[src/rtl/wkc_pkg.sv]
package wkc_pkg;
  typedef enum logic [1:0] {
    WK_STAT  = 2'd0,
    WK_ENA   = 2'd1,
    WK_ROUTE = 2'd2,
    WK_RSVD  = 2'd3
  } wk_sel_e;

  localparam int RING_POS = 0;
  localparam int IR_POS   = 1;
  localparam int AUX_BASE = 2;
endpackage

[src/rtl/wkc_ring_sync.sv]
module wkc_ring_sync (
  input  logic clk,
  input  logic por_n,
  input  logic hw_rst,
  input  logic ring_n,
  output logic fall_o
);
  logic meta_q, sync_q, prev_q;

  always_ff @(posedge clk or negedge por_n) begin
    if (!por_n) begin
      meta_q <= 1'b1;
      sync_q <= 1'b1;
      prev_q <= 1'b1;
    end else if (hw_rst) begin
      meta_q <= 1'b1;
      sync_q <= 1'b1;
      prev_q <= 1'b1;
    end else begin
      meta_q <= ring_n;
      sync_q <= meta_q;
      prev_q <= sync_q;
    end
  end

  // one-cycle pulse on the synchronized high-to-low transition
  assign fall_o = prev_q & ~sync_q;
endmodule

[src/rtl/wkc_evt_cell.sv]
module wkc_evt_cell (
  input  logic clk,
  input  logic por_n,
  input  logic sw_rst,
  input  logic evt_i,
  input  logic clr_i,
  input  logic en_we,
  input  logic en_d,
  input  logic rt_we,
  input  logic rt_d,
  output logic stat_o,
  output logic en_o,
  output logic rt_o
);
  always_ff @(posedge clk or negedge por_n) begin
    if (!por_n) begin
      stat_o <= 1'b0;
      en_o   <= 1'b0;
      rt_o   <= 1'b0;
    end else if (sw_rst) begin
      stat_o <= 1'b0;
      en_o   <= 1'b0;
      rt_o   <= 1'b0;
    end else begin
      // a fresh event outranks a same-cycle clear
      stat_o <= evt_i | (stat_o & ~clr_i);
      if (en_we) en_o <= en_d;
      if (rt_we) rt_o <= rt_d;
    end
  end
endmodule

[src/rtl/wkc_req_merge.sv]
module wkc_req_merge #(
  parameter int N_EVT = 4
) (
  input  logic [N_EVT-1:0] stat_i,
  input  logic [N_EVT-1:0] en_i,
  input  logic [N_EVT-1:0] rt_i,
  output logic             pwr_req_o,
  output logic             irq_o
);
  assign pwr_req_o = |(stat_i & en_i);
  assign irq_o     = |(stat_i & rt_i);
endmodule

[src/rtl/wake_event_ctrl.sv]
module wake_event_ctrl
  import wkc_pkg::*;
#(
  parameter  int N_AUX = 2,
  localparam int N_EVT = N_AUX + 2
) (
  input  logic             clk,
  input  logic             por_n,
  input  logic             sw_rst,
  input  logic             hw_rst,
  input  logic             ring_n,
  input  logic             ir_match,
  input  logic [N_AUX-1:0] aux_evt,
  input  logic             reg_wr,
  input  logic [1:0]       reg_addr,
  input  logic [N_EVT-1:0] reg_wdata,
  output logic [N_EVT-1:0] reg_rdata,
  output logic             pwr_req,
  output logic             irq
);
  logic             ring_fall;
  logic [N_EVT-1:0] ev_hit, stat_q, en_q, route_q;
  wk_sel_e          sel;
  logic             wr_stat, wr_en, wr_rt;

  wkc_ring_sync u_ring (
    .clk    (clk),
    .por_n  (por_n),
    .hw_rst (hw_rst),
    .ring_n (ring_n),
    .fall_o (ring_fall)
  );

  always_comb begin
    ev_hit                          = '0;
    ev_hit[RING_POS]                = ring_fall;
    ev_hit[IR_POS]                  = ir_match;
    ev_hit[AUX_BASE +: N_AUX]       = aux_evt;
  end

  assign sel     = wk_sel_e'(reg_addr);
  assign wr_stat = reg_wr && (sel == WK_STAT);
  assign wr_en   = reg_wr && (sel == WK_ENA);
  assign wr_rt   = reg_wr && (sel == WK_ROUTE);

  for (genvar i = 0; i < N_EVT; i++) begin : g_cell
    wkc_evt_cell u_cell (
      .clk    (clk),
      .por_n  (por_n),
      .sw_rst (sw_rst),
      .evt_i  (ev_hit[i]),
      .clr_i  (wr_stat & reg_wdata[i]),
      .en_we  (wr_en),
      .en_d   (reg_wdata[i]),
      .rt_we  (wr_rt),
      .rt_d   (reg_wdata[i]),
      .stat_o (stat_q[i]),
      .en_o   (en_q[i]),
      .rt_o   (route_q[i])
    );
  end

  wkc_req_merge #(.N_EVT(N_EVT)) u_merge (
    .stat_i    (stat_q),
    .en_i      (en_q),
    .rt_i      (route_q),
    .pwr_req_o (pwr_req),
    .irq_o     (irq)
  );

  always_comb begin
    unique case (sel)
      WK_STAT:  reg_rdata = stat_q;
      WK_ENA:   reg_rdata = en_q;
      WK_ROUTE: reg_rdata = route_q;
      default:  reg_rdata = '0;
    endcase
  end
endmodule

[config.mk]
export PLATFORM = sky130hd
export DESIGN_NAME = wake_event_ctrl
export DESIGN_NICKNAME = d
export VERILOG_FILES = /design/src/rtl/wkc_pkg.sv /design/src/rtl/wkc_ring_sync.sv /design/src/rtl/wkc_evt_cell.sv /design/src/rtl/wkc_req_merge.sv /design/src/rtl/wake_event_ctrl.sv
export SDC_FILE = /design/constraint.sdc
export NUM_CORES = 1
export LEC_CHECK = 0
export ABC_AREA = 1
export BUFFER_PORTS_ARGS = -buffer_cell sky130_fd_sc_hd__buf_4
export CAP_MARGIN = 30
export CORE_MARGIN = 2
export CORE_UTILIZATION = 45
export DETAILED_ROUTE_END_ITERATION = 6
export MAX_ROUTING_LAYER = met4
export PLACE_DENSITY_LB_ADDON = 0.12
export SYNTH_ARGS = -nofsm -noshare
export SYNTH_HDL_FRONTEND = slang
export SYNTH_SLANG_ARGS = --single-unit
[constraint.sdc]
create_clock -name clk -period 0.8 [get_ports clk]
set_input_delay 0.16 -clock clk [delete_from_list [all_inputs] [get_ports clk]]
set_output_delay 0.16 -clock clk [all_outputs]
set_load 0.01 [all_outputs]
Word level (Yosys, flattened, before mapping)

Index checks and enable logic that the tools add are counted.

Flip-flop bits (word level): 15
Bits in latches: 0
RAM bits: 0
Memory bits (read-only): 0
Input port bits: 15
Output and inout port bits: 6
Logic and storage cells: 69
Memories kept: 0

$add $sub $neg: 0
$mul: 0
Div/mod/pow operators: 0
Magnitude comparators: 0
Equal/unequal tests: 2
Shifts and indexed selects: 0
Multiplexer cells: 24
Bitwise gates (word level): 20
Reduce and logical (&&, ||, !) cells: 8

Operator list:

| cell                                           | count |
|---|---|
| two-way mux 1 bit                              | 23 |
| one-hot mux 4 bit (3 select lines)             | 1 |
| AND 1 bit                                      | 9 |
| AND 4 bit                                      | 2 |
| OR reduction 4 bit                             | 2 |
| inverter 1 bit                                 | 5 |
| OR 1 bit                                       | 4 |
| nonzero test 2 bit                             | 2 |
| logical AND 1 bit                              | 3 |
| == test 2 x 1 -> 1 bit (second input constant) | 1 |
| == test 2 bit (second input constant)          | 1 |
| logical NOT 2 bit                              | 1 |

Logic depth before layout (Yosys ltp)

Depth after elaboration: 7
Depth in mapped cells: 6
Gate-level depth less buffers: 6

Hierarchy

Synthesis repeated with hierarchy kept, for this count alone.

Cells, all modules: 125
Area total of the unflattened synthesis: 844.6 um^2

Modules (own cells, without submodules):

| module          | instances | cells an instance | area each (um^2) | seq. area each (um^2) |
|---|---|---|---|---|
| wkc_evt_cell    | 4         | 16                | 127.6            | 75.1 |
| wake_event_ctrl | 1         | 31                | 153.9            | 0.0 |
| wkc_ring_sync   | 1         | 12                | 112.6            | 78.8 |
| wkc_req_merge   | 1         | 18                | 67.6             | 0.0 |

Worst setup path after synthesis

Ideal clock, no wire load.

Path kind: input port to output port
Start point: input reg_addr[1]
End point: output reg_rdata[0]
Arrival time: 0.657 ns
Data required time: 0.640 ns
Slack: -0.017 ns
Stages on the path: 3
Buffers on the path: 0
Cell sequence: nor2_1 nand2_1 nand3_1

Cells in the longest elaborated chain, start to end: 2
Elaborated cells between the ends (all ways): 4
Classes of those cells: 2 x eq/ne; 1 x mux; 1 x reduce/logical

RTL lines:

| item                                   | line                  | text |
|---|---|---|
| start: declaration                     | wake_event_ctrl.sv:15 | `input logic [1:0] reg_addr,` |
| == test 2 bit (tied with other cells)  | wake_event_ctrl.sv:72 | `unique case (sel)` |
| one-hot mux 4 bit (3 select lines) (*) | wake_event_ctrl.sv:72 |  |
| end: declaration                       | wake_event_ctrl.sv:17 | `output logic [N_EVT-1:0] reg_rdata,` |

Every way passes the cells marked *; elsewhere a longest branch is shown, timed or not.

Worst setup path after layout

Start point: register g_cell[3].u_cell.stat_o
End point: output pwr_req

Cells in the longest elaborated chain, start to end: 2

RTL lines:

| item                     | line                  | text |
|---|---|---|
| start: declaration       | wkc_evt_cell.sv:11    | `output logic stat_o,` |
| start signal: assignment | wkc_evt_cell.sv:26    | `stat_o <= evt_i \| (stat_o & ~clr_i);` |
| AND 4 bit                | wkc_req_merge.sv:10   | `assign pwr_req_o = \|(stat_i & en_i);` |
| OR reduction 4 bit       | wkc_req_merge.sv:10   |  |
| end: declaration         | wake_event_ctrl.sv:18 | `output logic pwr_req,` |

No other way between the ends.

==> impl_metrics.ini <==
[status]
status = complete, but fails checks
failed_checks = negative setup slack

[setup_path]
r2r_cells = 3
r2r_slack_ps = 20
cp.required_ps = 640
cp_top_family = flip-flops
end_kind = primary output
timing.critical_path.buf_inv = 1
cpPeakStageDelay_ps = 430
setup.worst_path.start = g_cell[3].u_cell.stat_o$_DFF_PN0_
r2r-end = g_cell[2].u_cell.stat_o$_DFF_PN0_
cp_max_fo = 4
start_kind = register
critical_path_class = register to primary output
r2r-start = g_cell[2].u_cell.stat_o$_DFF_PN0_
path_cells = nand2_1 -> nand4_1 -> buf_4
arrival_ps = 1040
cp_slowest_cell = dfrtp_1

[logic_synthesis]
synthesis.nets = 119
synth_seq_cells = 15
synth_edf_count = 0
synth_top_area_share = 0.3871
synthTopCellsByArea = dfrtp_1 39%, nand2_1 20%, nand3_1 10%
yosysMostFrequentCell = nand2_1
synth_warnings = 0
synth-seq-area-share = 0.4887
syn_area_sq_um = 775.7
postSynthAreaPerCell_sq_um = 7.459
yosys.area.top_type = dfrtp_1
ys.flop_type = dfrtp_1
synth_async_sr_flop_share = 1.000
yosys.cell_types.count = 13
synthTopCellsByCount = 41 x nand2_1, 16 x nand3_1, 12 x dfrtp_1
synthCells = 104

[sta]
min_period_over_period = 1.504
min_period_ps = 1204
tightest_slew_ps = 235.2
rsz0062_at_grt = yes
fin_tns_setup_ps = -2223
slew_headroom = 0.8430
drv_slew = 0
hold_violations = 0
setup_viol_count_final = 6
hold-worst-slack_ps = 59.19
layout_setup_ws_ps = -403.5
fmax_ghz = 0.8309
fin_worst_skew_ps = 0.4507

[cts]
h-tree-depth = 1
cts-root-buf = clkbuf_4
clk_path_buf_depth = 2
cts_buffers = 3
clk_pin_slew_worst_paths_ps = 90
cts_tree = done
insertion_delay_ps = 290
clock_sinks = 15

[drt]
drt_iter0_drc = 9
routed_wl_um = 1777
firstDrtPassIters = 4
ant_nets = 0
vias = 771
post_drt_wl_per_cell_um = 11.46
avgViaCountPerCell = 4.974
drc = 0

[placed_design]
dpl.hpwl_um = 1403
place.gp.congestion = 0.8053
dp_cells = 149
numPortBuffers = 20

[die]
die_area_sq_um = 2072
pin_count = 21
chipHeight_um = 45.52
die_w_um = 45.52
row_count = 15
start_util = 0.4644
core_sq_um = 1670

[worst_hold_path]
hold_path_depth = 2
hold_start = ring_n
whs_endpoint = u_ring.meta_q$_DFF_PN1_
min_path_type = primary input to register

[flow_run]
drv_cap = 0

[power]
vdd_ir_drop_max_uv = 1362
leakagePower_nw = 0.5809
power_density_nw_per_um2 = 1544

[grt]
grt_usage = 0.2043
grt_pass1_vias = 673
grt_max_degree = 16
overflow = 0
grt_pass1_wl_um = 2911
antenna_found_initial = 0

[layout]
fillCellCount = 152
diodes = 0
area.growth.synth_to_final_pct = 39.52
nNetsFinal = 154
instances_no_fill = 155
drive_above_1_share = 0.3986
fin_util = 0.6479
## logic make-up after synthesis
| logic type | count (synthesis) | share of synthesized area |
|---|---|---|
| buffers and inverters | 12 | 0.07096 |
| and+or+nand+nor | 73 | 0.4145 |
| DFF | 15 | 0.4887 |
| AOI/OAI and AO/OA | 4 | 0.02581 |
## power breakdown
part           internal, W  switching [W]
clock network     0.000194       0.000248
logic             0.000190       0.000176
registers         0.000815      0.0000470
## final cells by class
| class | count | area [sq um] | share of cell area |
|---|---|---|---|
| sequential | 15 | 379.1 | 0.3503 |
| multi-input combinational | 77 | 371.6 | 0.3434 |
| timing repair buffer | 31 | 242.7 | 0.2243 |
| inverter | 11 | 41.29 | 0.03815 |
| clock buffer | 4 | 26.28 | 0.02428 |
| tap | 17 | 21.27 | 0.01965 |
## registers in the layout, indices dropped and copies added (netlist names)
name and cells:
u_ring.prev_q 1, g_cell.u_cell.en_o 4, u_ring.sync_q 1, u_ring.meta_q 1
g_cell.u_cell.rt_o 4, g_cell.u_cell.stat_o 4
## metal layers
| metal | vias to the layer above | GRT usage | part of all wire |
|---|---|---|---|
| li1 | 396 | - | - |
| met3 | 4 | 0.03968 | 0.047 |
| met2 | 24 | 0.3042 | 0.46 |
| met1 | 347 | 0.2688 | 0.47 |
| met5 | - | - | 0 |
| met4 | 0 | 0.08824 | 0.019 |
## worst max-delay path by stage
stage              endpoint  slack (ps)  cells past startpoint
2_1_floorplan           irq          50                      2
3_3_place_gp   reg_rdata[2]        -150                      5
3_5_place_dp   reg_rdata[3]        -160                      5
4_1_cts             pwr_req        -410                      3
5_1_grt             pwr_req        -450                      3
6_report            pwr_req        -400                      3
## placed cells by master (no fill, tap or decap)
cell type       n
inv_1           9
clkbuf_1        1
buf_6           2
nand4_1         2
dfrtp_1        12
nand3_1        13
nand3_2         3
nor2_1          4
nand2_1        39
a21oi_1         2
nand2_2         6
dfstp_2         3
inv_2           2
dlygate4sd3_1   1
nor2_2          3
or2_2           3
buf_4          28
clkbuf_4        3
a21oi_2         2
## metrics by stage
step                power, W  instance area (sq um)  setup WS (ps)
floorplan           0.001015                  778.2          51.45
global placement    0.001208                   1003         -147.4
detailed placement  0.001215                   1003         -162.4
CTS                 0.001677                   1071         -405.6
global route        0.001762                   1082         -447.7
finish              0.001671                   1082         -403.5
## timing repair
item                                    in CTS  in global routing
hold buffers                                 1                  0
pin swaps                                    9                 12
hold endpoints to repair                    15                  0
gates resized for setup                      4                  8
endpoints found under the setup margin       7                 11
setup buffers                                2                  4
No activity file was read; power rests on OpenSTA's default activity.
